### config.mk
export PLATFORM = sky130hd
export DESIGN_NAME = pin_event_detector
export DESIGN_NICKNAME = d
export VERILOG_FILES = /design/src/rtl/pin_evt_pkg.sv /design/src/rtl/pin_sync.sv /design/src/rtl/pin_evt_regs.sv /design/src/rtl/pin_evt_cell.sv /design/src/rtl/pin_event_detector.sv
export SDC_FILE = /design/constraint.sdc
export NUM_CORES = 1
export LEC_CHECK = 0
export ABC_AREA = 1
export BUFFER_PORTS_ARGS = -buffer_cell sky130_fd_sc_hd__buf_2
export CAP_MARGIN = 20
export CORE_ASPECT_RATIO = 0.8
export CORE_UTILIZATION = 52
export CTS_CLUSTER_SIZE = 12
export DETAILED_ROUTE_END_ITERATION = 12
export GPL_ROUTABILITY_DRIVEN = 0
export PLACE_DENSITY = 0.89
export SKIP_CTS_REPAIR_TIMING = 1
export SLEW_MARGIN = 5
export SYNTH_ARGS = -nofsm -noshare
export SYNTH_HDL_FRONTEND = slang
export SYNTH_SLANG_ARGS = --single-unit
export TNS_END_PERCENT = 100
### constraint.sdc
create_clock -name clk -period 1.2 [get_ports clk]
set_clock_uncertainty 0.15 [all_clocks]
set_input_delay 0.06 -clock clk [delete_from_list [all_inputs] [get_ports clk]]
set_output_delay 0.06 -clock clk [all_outputs]
set_load 0.05 [all_outputs]
### src/rtl/pin_evt_pkg.sv
package pin_evt_pkg;

   localparam int CODE_W = 4;

   typedef struct packed {
      logic on_rise;
      logic on_fall;
      logic on_low;
      logic on_high;
      logic is_dma;
      logic is_irq;
      logic trg_hi;
      logic trg_lo;
   } evt_decode_t;

   function automatic evt_decode_t decode_code(input logic [CODE_W-1:0] c);
      evt_decode_t d;
      d = '0;
      case (c)
         4'd1:  begin d.on_rise = 1'b1; d.is_dma = 1'b1; end
         4'd2:  begin d.on_fall = 1'b1; d.is_dma = 1'b1; end
         4'd3:  begin d.on_rise = 1'b1; d.on_fall = 1'b1; d.is_dma = 1'b1; end
         4'd5:  d.on_rise = 1'b1;
         4'd6:  d.on_fall = 1'b1;
         4'd7:  begin d.on_rise = 1'b1; d.on_fall = 1'b1; end
         4'd8:  begin d.on_low  = 1'b1; d.is_irq = 1'b1; end
         4'd9:  begin d.on_rise = 1'b1; d.is_irq = 1'b1; end
         4'd10: begin d.on_fall = 1'b1; d.is_irq = 1'b1; end
         4'd11: begin d.on_rise = 1'b1; d.on_fall = 1'b1; d.is_irq = 1'b1; end
         4'd12: begin d.on_high = 1'b1; d.is_irq = 1'b1; end
         4'd13: d.trg_hi = 1'b1;
         4'd14: d.trg_lo = 1'b1;
         default: d = '0;
      endcase
      return d;
   endfunction

endpackage

### src/rtl/pin_sync.sv
module pin_sync #(
   parameter int WIDTH  = 32,
   parameter int STAGES = 2
) (
   input  logic             clk,
   input  logic             rst_n,
   input  logic [WIDTH-1:0] async_i,
   output logic [WIDTH-1:0] sync_o
);

   if (STAGES < 2) begin : g_bad_stages
      $error("pin_sync: STAGES must be at least 2");
   end
   if (WIDTH < 1) begin : g_bad_width
      $error("pin_sync: WIDTH must be positive");
   end

   logic [WIDTH-1:0] stage_q [STAGES];

   for (genvar s = 0; s < STAGES; s++) begin : g_stage
      if (s == 0) begin : g_first
         always_ff @(posedge clk or negedge rst_n) begin
            if (!rst_n) stage_q[s] <= '0;
            else        stage_q[s] <= async_i;
         end
      end else begin : g_next
         always_ff @(posedge clk or negedge rst_n) begin
            if (!rst_n) stage_q[s] <= '0;
            else        stage_q[s] <= stage_q[s-1];
         end
      end
   end

   assign sync_o = stage_q[STAGES-1];

endmodule

### src/rtl/pin_evt_regs.sv
module pin_evt_regs #(
   parameter int NUM_PINS = 32,
   parameter int DATA_W   = 32,
   parameter int ADDR_W   = 3
) (
   input  logic                     clk,
   input  logic                     rst_n,
   input  logic                     wr_i,
   input  logic [ADDR_W-1:0]        addr_i,
   input  logic [DATA_W-1:0]        wdata_i,
   output logic [DATA_W-1:0]        rdata_o,
   input  logic [NUM_PINS-1:0]      status_i,
   output logic [NUM_PINS-1:0]      status_clr_o,
   output logic [NUM_PINS*4-1:0]    codes_o
);

   localparam int PPW       = DATA_W / 4;
   localparam int CFG_WORDS = (NUM_PINS + PPW - 1) / PPW;
   localparam int STAT_ADDR = CFG_WORDS;

   if (DATA_W % 4 != 0) begin : g_bad_dw
      $error("pin_evt_regs: DATA_W must be a multiple of 4");
   end
   if (NUM_PINS > DATA_W) begin : g_bad_np
      $error("pin_evt_regs: NUM_PINS must fit in one status word");
   end
   if ((1 << ADDR_W) <= CFG_WORDS) begin : g_bad_aw
      $error("pin_evt_regs: ADDR_W too small for the register map");
   end

   logic [DATA_W-1:0] cfg_q [CFG_WORDS];
   logic              stat_sel;

   assign stat_sel = (addr_i == ADDR_W'(STAT_ADDR));

   always_ff @(posedge clk or negedge rst_n) begin
      if (!rst_n) begin
         for (int w = 0; w < CFG_WORDS; w++) cfg_q[w] <= '0;
      end else if (wr_i) begin
         for (int w = 0; w < CFG_WORDS; w++) begin
            if (addr_i == ADDR_W'(w)) cfg_q[w] <= wdata_i;
         end
      end
   end

   assign status_clr_o = (wr_i && stat_sel) ? wdata_i[NUM_PINS-1:0] : '0;

   always_comb begin
      rdata_o = '0;
      for (int w = 0; w < CFG_WORDS; w++) begin
         if (addr_i == ADDR_W'(w)) rdata_o = cfg_q[w];
      end
      if (stat_sel) rdata_o = DATA_W'(status_i);
   end

   for (genvar n = 0; n < NUM_PINS; n++) begin : g_code
      localparam int WI = n / PPW;
      localparam int BI = (n % PPW) * 4;
      assign codes_o[n*4 +: 4] = cfg_q[WI][BI +: 4];
   end

endmodule

### src/rtl/pin_evt_cell.sv
module pin_evt_cell
   import pin_evt_pkg::*;
(
   input  logic              clk,
   input  logic              rst_n,
   input  logic [CODE_W-1:0] code_i,
   input  logic              lvl_i,
   input  logic              clr_i,
   input  logic              dma_done_i,
   output logic              flag_o,
   output logic              irq_o,
   output logic              dma_req_o,
   output logic              trig_o
);

   evt_decode_t dec;
   logic        prev_q;
   logic        flag_q;
   logic        rise, fall, set_ev, drop;

   assign dec  = decode_code(code_i);
   assign rise = lvl_i & ~prev_q;
   assign fall = ~lvl_i & prev_q;

   assign set_ev = (dec.on_rise & rise) | (dec.on_fall & fall) |
                   (dec.on_low & ~lvl_i) | (dec.on_high & lvl_i);
   assign drop   = clr_i | (dma_done_i & dec.is_dma);

   always_ff @(posedge clk or negedge rst_n) begin
      if (!rst_n) begin
         prev_q <= 1'b0;
         flag_q <= 1'b0;
      end else begin
         prev_q <= lvl_i;
         if (set_ev)    flag_q <= 1'b1;
         else if (drop) flag_q <= 1'b0;
      end
   end

   assign flag_o    = flag_q;
   assign irq_o     = flag_q & dec.is_irq;
   assign dma_req_o = flag_q & dec.is_dma;
   assign trig_o    = (dec.trg_hi & lvl_i) | (dec.trg_lo & ~lvl_i);


   set_wins_chk: assert property (@(posedge clk) disable iff (!rst_n)
      set_ev |=> flag_q);


   w1c_clear_chk: assert property (@(posedge clk) disable iff (!rst_n)
      (clr_i && !set_ev) |=> !flag_q);


   dma_autoclr_chk: assert property (@(posedge clk) disable iff (!rst_n)
      (dma_done_i && dec.is_dma && !set_ev) |=> !flag_q);


   idle_hold_chk: assert property (@(posedge clk) disable iff (!rst_n)
      (!dec.on_rise && !dec.on_fall && !dec.on_low && !dec.on_high && !flag_q)
      |=> !flag_q);

endmodule

### src/rtl/pin_event_detector.sv
module pin_event_detector
   import pin_evt_pkg::*;
#(
   parameter int NUM_PINS    = 32,
   parameter int DATA_W      = 32,
   parameter int ADDR_W      = 3,
   parameter int SYNC_STAGES = 2
) (
   input  logic                clk,
   input  logic                rst_n,
   input  logic [NUM_PINS-1:0] pin_i,
   input  logic                bus_wr_i,
   input  logic [ADDR_W-1:0]   bus_addr_i,
   input  logic [DATA_W-1:0]   bus_wdata_i,
   output logic [DATA_W-1:0]   bus_rdata_o,
   output logic                irq_o,
   output logic [NUM_PINS-1:0] dma_req_o,
   input  logic [NUM_PINS-1:0] dma_done_i,
   output logic [NUM_PINS-1:0] trig_o
);

   if (NUM_PINS < 1) begin : g_bad_np
      $error("pin_event_detector: NUM_PINS must be positive");
   end

   logic [NUM_PINS-1:0]        lvl;
   logic [NUM_PINS-1:0]        status;
   logic [NUM_PINS-1:0]        clr;
   logic [NUM_PINS-1:0]        irq_vec;
   logic [NUM_PINS*CODE_W-1:0] codes;

   pin_sync #(
      .WIDTH  (NUM_PINS),
      .STAGES (SYNC_STAGES)
   ) u_sync (
      .clk     (clk),
      .rst_n   (rst_n),
      .async_i (pin_i),
      .sync_o  (lvl)
   );

   pin_evt_regs #(
      .NUM_PINS (NUM_PINS),
      .DATA_W   (DATA_W),
      .ADDR_W   (ADDR_W)
   ) u_regs (
      .clk          (clk),
      .rst_n        (rst_n),
      .wr_i         (bus_wr_i),
      .addr_i       (bus_addr_i),
      .wdata_i      (bus_wdata_i),
      .rdata_o      (bus_rdata_o),
      .status_i     (status),
      .status_clr_o (clr),
      .codes_o      (codes)
   );

   for (genvar n = 0; n < NUM_PINS; n++) begin : g_pin
      pin_evt_cell u_cell (
         .clk        (clk),
         .rst_n      (rst_n),
         .code_i     (codes[n*CODE_W +: CODE_W]),
         .lvl_i      (lvl[n]),
         .clr_i      (clr[n]),
         .dma_done_i (dma_done_i[n]),
         .flag_o     (status[n]),
         .irq_o      (irq_vec[n]),
         .dma_req_o  (dma_req_o[n]),
         .trig_o     (trig_o[n])
      );
   end

   assign irq_o = |irq_vec;


   irq_src_chk: assert property (@(posedge clk) disable iff (!rst_n)
      irq_o |-> (status != '0));


   dma_flag_chk: assert property (@(posedge clk) disable iff (!rst_n)
      (dma_req_o & ~status) == '0);

endmodule

==> results of run 1 <==
==> logic make-up after synthesis <==
logic type             Yosys count  share of synthesized area
and+or+nand+nor                748                      0.244
DFF                            256                      0.502
AOI/OAI and AO/OA              316                      0.146
buffers and inverters          289                      0.108
==> cell usage after synthesis <==
| library cell | instances | area, µm² |
|---|---|---|
| nor4_1 | 19 | 119 |
| nand3_1 | 109 | 546 |
| and2_1 | 3 | 18.8 |
| a21oi_1 | 42 | 210 |
| buf_6 | 1 | 11.3 |
| buf_4 | 66 | 495 |
| o311ai_0 | 22 | 193 |
| o21ai_1 | 69 | 345 |
| clkbuf_2 | 3 | 15.0 |
| inv_1 | 178 | 668 |
| o31ai_1 | 8 | 60.1 |
| nor3_4 | 2 | 32.5 |
| a31oi_1 | 5 | 31.3 |
| o22ai_1 | 16 | 100 |
| clkbuf_1 | 8 | 30.0 |
| nor3_1 | 18 | 90.1 |
| o21a_1 | 2 | 15.0 |
| nand2_1 | 480 | 1800 |
| and3_1 | 10 | 62.6 |
| buf_2 | 29 | 145 |
| nor2_2 | 2 | 12.5 |
| nand4_1 | 2 | 12.5 |
| a211oi_1 | 1 | 7.51 |
| nor2_1 | 92 | 345 |
| inv_2 | 4 | 15.0 |
| dfrtp_1 | 256 | 6410 |
| a2111oi_0 | 22 | 193 |
| nand2_2 | 4 | 25.0 |
| o211ai_1 | 26 | 195 |
| nand3b_1 | 7 | 52.6 |
| o21ai_0 | 103 | 515 |
==> through the flow <==
stage / hold WS (ns) / util / std cells / setup slack [ns] / instance area, µm²
CTS: -0.710 / 0.749 / 2443 / -1.14 / 17800
floorplan: -0.386 / - / 1609 / -0.336 / 13100
global placement: -0.152 / 0.714 / 2400 / -0.541 / 17000
detailed placement: -0.155 / 0.714 / 2400 / -0.566 / 17000
==> routing by layer <==
metal	GRT usage	overflow
met5	0.399	0
met4	0.681	2
met3	0.665	3
met2	0.894	1
met1	0.719	0
==> flow_summary.json, run 1 <==
{
  "rows": 50,
  "cts.htree.levels": 1,
  "die_h_um": 142,
  "synth_nets": 1711,
  "grt_repair_worst_endpoint": "irq_o",
  "stop_error": "[ERROR GRT-0232] Routing congestion too high. Check the congestion heatmap in the GUI.",
  "postSynthAreaPerCell_um2": 7.94,
  "grt_max_degree": 65,
  "io_pins": 199,
  "cts_buffers": 27,
  "grt_remaining_overflow": 6,
  "cts-root-buf": "clkbuf_16",
  "synth_cell_types": 31,
  "ys_seq_elements": 256,
  "dpl.hpwl_um": 33900,
  "gr-usage-all-layers": 0.743,
  "cts.sinks": 256,
  "portBuffers": 198,
  "status": "aborted with a tool error",
  "worstEpCategory": "output port",
  "synth.cell_area_um2": 12800,
  "haltStage": "global routing",
  "die_w_um": 177,
  "synth_cells": 1609,
  "cts_buffer_depth": 3,
  "ys_seq_area_frac": 0.502,
  "ys_warn_count": 0,
  "initial_utilization": 0.537
}
==> run 2, diff against run 1 <==
--- a/config.mk
+++ b/config.mk
@@ -8,12 +8,10 @@
 export ABC_AREA = 1
 export BUFFER_PORTS_ARGS = -buffer_cell sky130_fd_sc_hd__buf_2
 export CAP_MARGIN = 20
-export CORE_ASPECT_RATIO = 0.8
-export CORE_UTILIZATION = 52
-export CTS_CLUSTER_SIZE = 12
+export CORE_UTILIZATION = 40
 export DETAILED_ROUTE_END_ITERATION = 12
 export GPL_ROUTABILITY_DRIVEN = 0
-export PLACE_DENSITY = 0.89
+export PLACE_DENSITY_LB_ADDON = 0.15
 export SKIP_CTS_REPAIR_TIMING = 1
 export SLEW_MARGIN = 5
 export SYNTH_ARGS = -nofsm -noshare
==> constraint.sdc (replaced) <==
create_clock -name clk -period 1.6 [get_ports clk]
set_clock_uncertainty 0.15 [all_clocks]
set_input_delay 0.08 -clock clk [delete_from_list [all_inputs] [get_ports clk]]
set_output_delay 0.08 -clock clk [all_outputs]
set_load 0.05 [all_outputs]
==> run 2 against run 1 <==
  * Area after synthesis is the same
  * Synthesized cell count is the same
  * The flow now finishes, with violations (negative hold slack, negative setup slack)
==> flow_summary.json, run 2 <==
{
  "final_common_cell": "nand2_1",
  "cts.sinks": 256,
  "ys_seq_elements": 256,
  "worstPathCellList": "buf_6, nand2_2, nand2_1, nand2_1, nand2_2, nor2_4, nand2_2, nor2_4, nand2_2, buf_8",
  "dieArea_um2": 32600,
  "cp_slowest_cell": "dfrtp_1",
  "worstMarginPinSlew_ns": 0.694,
  "final_util": 0.679,
  "die_h_um": 181,
  "cts_tree": "yes",
  "viasPerCell": 5.16,
  "synthTopCellsByArea": "dfrtp_1 50%, nand2_1 14%, inv_1 5.2%, nand3_1 4.3%, o21ai_0 4.0%",
  "total_power_mw": 26.7,
  "n_antenna_cell": 0,
  "synth_nets": 1711,
  "gr-usage-all-layers": 0.261,
  "hold_path.class": "primary input to asynchronous set/reset pin",
  "antenna_found_initial": 1,
  "fin_setup_tns_ns": -33.43,
  "wire_per_inst_um": 18.2,
  "cap_violations": 0,
  "route.antenna.remaining_nets": 0,
  "io_pins": 199,
  "synth.top_cells.by_count": "480 x nand2_1, 256 x dfrtp_1, 178 x inv_1",
  "fmaxAchievable_ghz": 0.439,
  "synth_cell_types": 31,
  "postSynthAreaPerCell_um2": 7.94,
  "crit_path_end_kind": "primary output",
  "cp_top_family": "simple AND/OR/NAND/NOR gates",
  "total_leakage_power_nw": 10.3,
  "ys.flop_type": "dfrtp_1",
  "power_density_nw_per_um2": 1250,
  "syn2layout_area_growth_pct": 67.5,
  "cts.reportedPaths.clkPinSlew_ns": 0.06,
  "worstSetupStartpointType": "flip-flop",
  "cts_buffers": 31,
  "layout_setup_ws_ns": -0.678,
  "crit_arrival_ns": 2.05,
  "violations": "negative hold slack, negative setup slack",
  "crit_type": "flip-flop to primary output",
  "cts_buffer_depth": 3,
  "grt_setup_unrepaired": "yes",
  "cts-root-buf": "clkbuf_16",
  "drtIter0Drc": 907,
  "synth_edf_count": 0,
  "min_period_ns": 2.28,
  "portBuffers": 198,
  "grt_max_degree": 61,
  "slew_headroom": 0.536,
  "ys_warn_count": 0,
  "grt_pass1_vias": 12200,
  "drv_slew": 0,
  "fp.coreArea_um2": 31500,
  "holdWs_ns": -0.0168,
  "critPathMaxFanout": 3,
  "required_ns": 1.37,
  "firstDrtPassIters": 5,
  "hold_viol_final": 36,
  "drive_above_1_share": 0.418,
  "wirelength_um": 47700,
  "critical_path_cell_count": 10,
  "synth.largest_area_cell": "dfrtp_1",
  "layout.nets": 2310,
  "largest_reg_flops": 128,
  "place_ws_ns": -0.398,
  "vias": 13600,
  "dpl.hpwl_um": 31800,
  "ys_seq_area_frac": 0.502,
  "yosysMostFrequentCell": "nand2_1",
  "layout_common_cells": "386 x nand2_1, 255 x buf_4, 245 x dfrtp_1, 140 x buf_6, 131 x inv_1",
  "clk_latency_ns": 0.58,
  "rows": 65,
  "finalSetupViolCount": 97,
  "slowest_delay_ns": 0.41,
  "grt_remaining_overflow": 0,
  "ys_async_sr_fraction": 1.00,
  "synth_cells": 1609,
  "die_w_um": 181,
  "path_buf_inv": 2,
  "synth_top_area_frac": 0.502,
  "r2r_cells": 6,
  "crit_top_cell": "nand2_2",
  "grt_pass1_wl_um": 65800,
  "timing.final.crit_share": 1.42,
  "peakVddDrop_mv": 1.02,
  "synth.cell_area_um2": 12800,
  "nFillCells": 2463,
  "cts.htree.levels": 1,
  "status": "finished, violations left",
  "drc": 0,
  "initial_utilization": 0.406
}
## run 2: metal layers
metal,track usage,up-vias,routed length (µm)
met5,0,-,13
met4,0.118,2,2070
met3,0.0420,131,2700
met2,0.412,456,22800
met1,0.352,6486,20100
li1,-,6479,-
## run 2: cells by family after synthesis
family          Yosys count  share of synthesized area
simple gates            748                      0.244
compound gates          316                      0.146
buf+inv                 289                      0.108
flops                   256                      0.502
## run 2: tightest hold or removal path, cell delays in order
cell	delay, ns
dlygate4sd3_1	0.56
buf_8	0.18
buf_12	0.25
## run 2: stage by stage
stage	area (µm²)	hold WS, ns	instances
6_report	21400	-0.0168	2628
3_3_place_gp	16200	-0.211	2409
3_5_place_dp	16200	-0.212	2409
2_1_floorplan	12800	-0.366	1609
5_1_grt	21400	-0.000846	2628
4_1_cts	17200	-0.818	2460
## run 2: power breakdown
group	internal (mW)	switching, mW	total (mW)
registers	7.44	0.923	8.37
clock network	4.28	2.78	7.06
logic	5.09	6.20	11.3
total	16.8	9.91	26.7
## run 2: path summary, 6_finish.rpt
kind                                    start                     end  slack, ns
max                        u_regs.codes_o[15]                   irq_o      -0.68
min                                     rst_n  g_pin[3].u_cell.prev_q      -0.02
max reg2reg                u_regs.codes_o[20]  g_pin[5].u_cell.flag_o       0.14
min reg2reg                u_sync.stage_q[57]       u_sync.sync_o[25]       0.19
max in group asynchronous               rst_n      u_regs.codes_o[11]       0.18
min in group clk                    pin_i[10]      u_sync.stage_q[42]          0
## run 2: layout make-up
cell class | instances | area (µm²) | area share
sequential | 256 | 6420 | 0.300
multi-input combinational | 1064 | 6530 | 0.305
clock inverter | 5 | 78.8 | 0.00369
tap | 402 | 503 | 0.0235
timing repair buffer | 673 | 6190 | 0.289
clock buffer | 46 | 932 | 0.0436
inverter | 182 | 737 | 0.0345
Power figures use the tool's default switching activity.
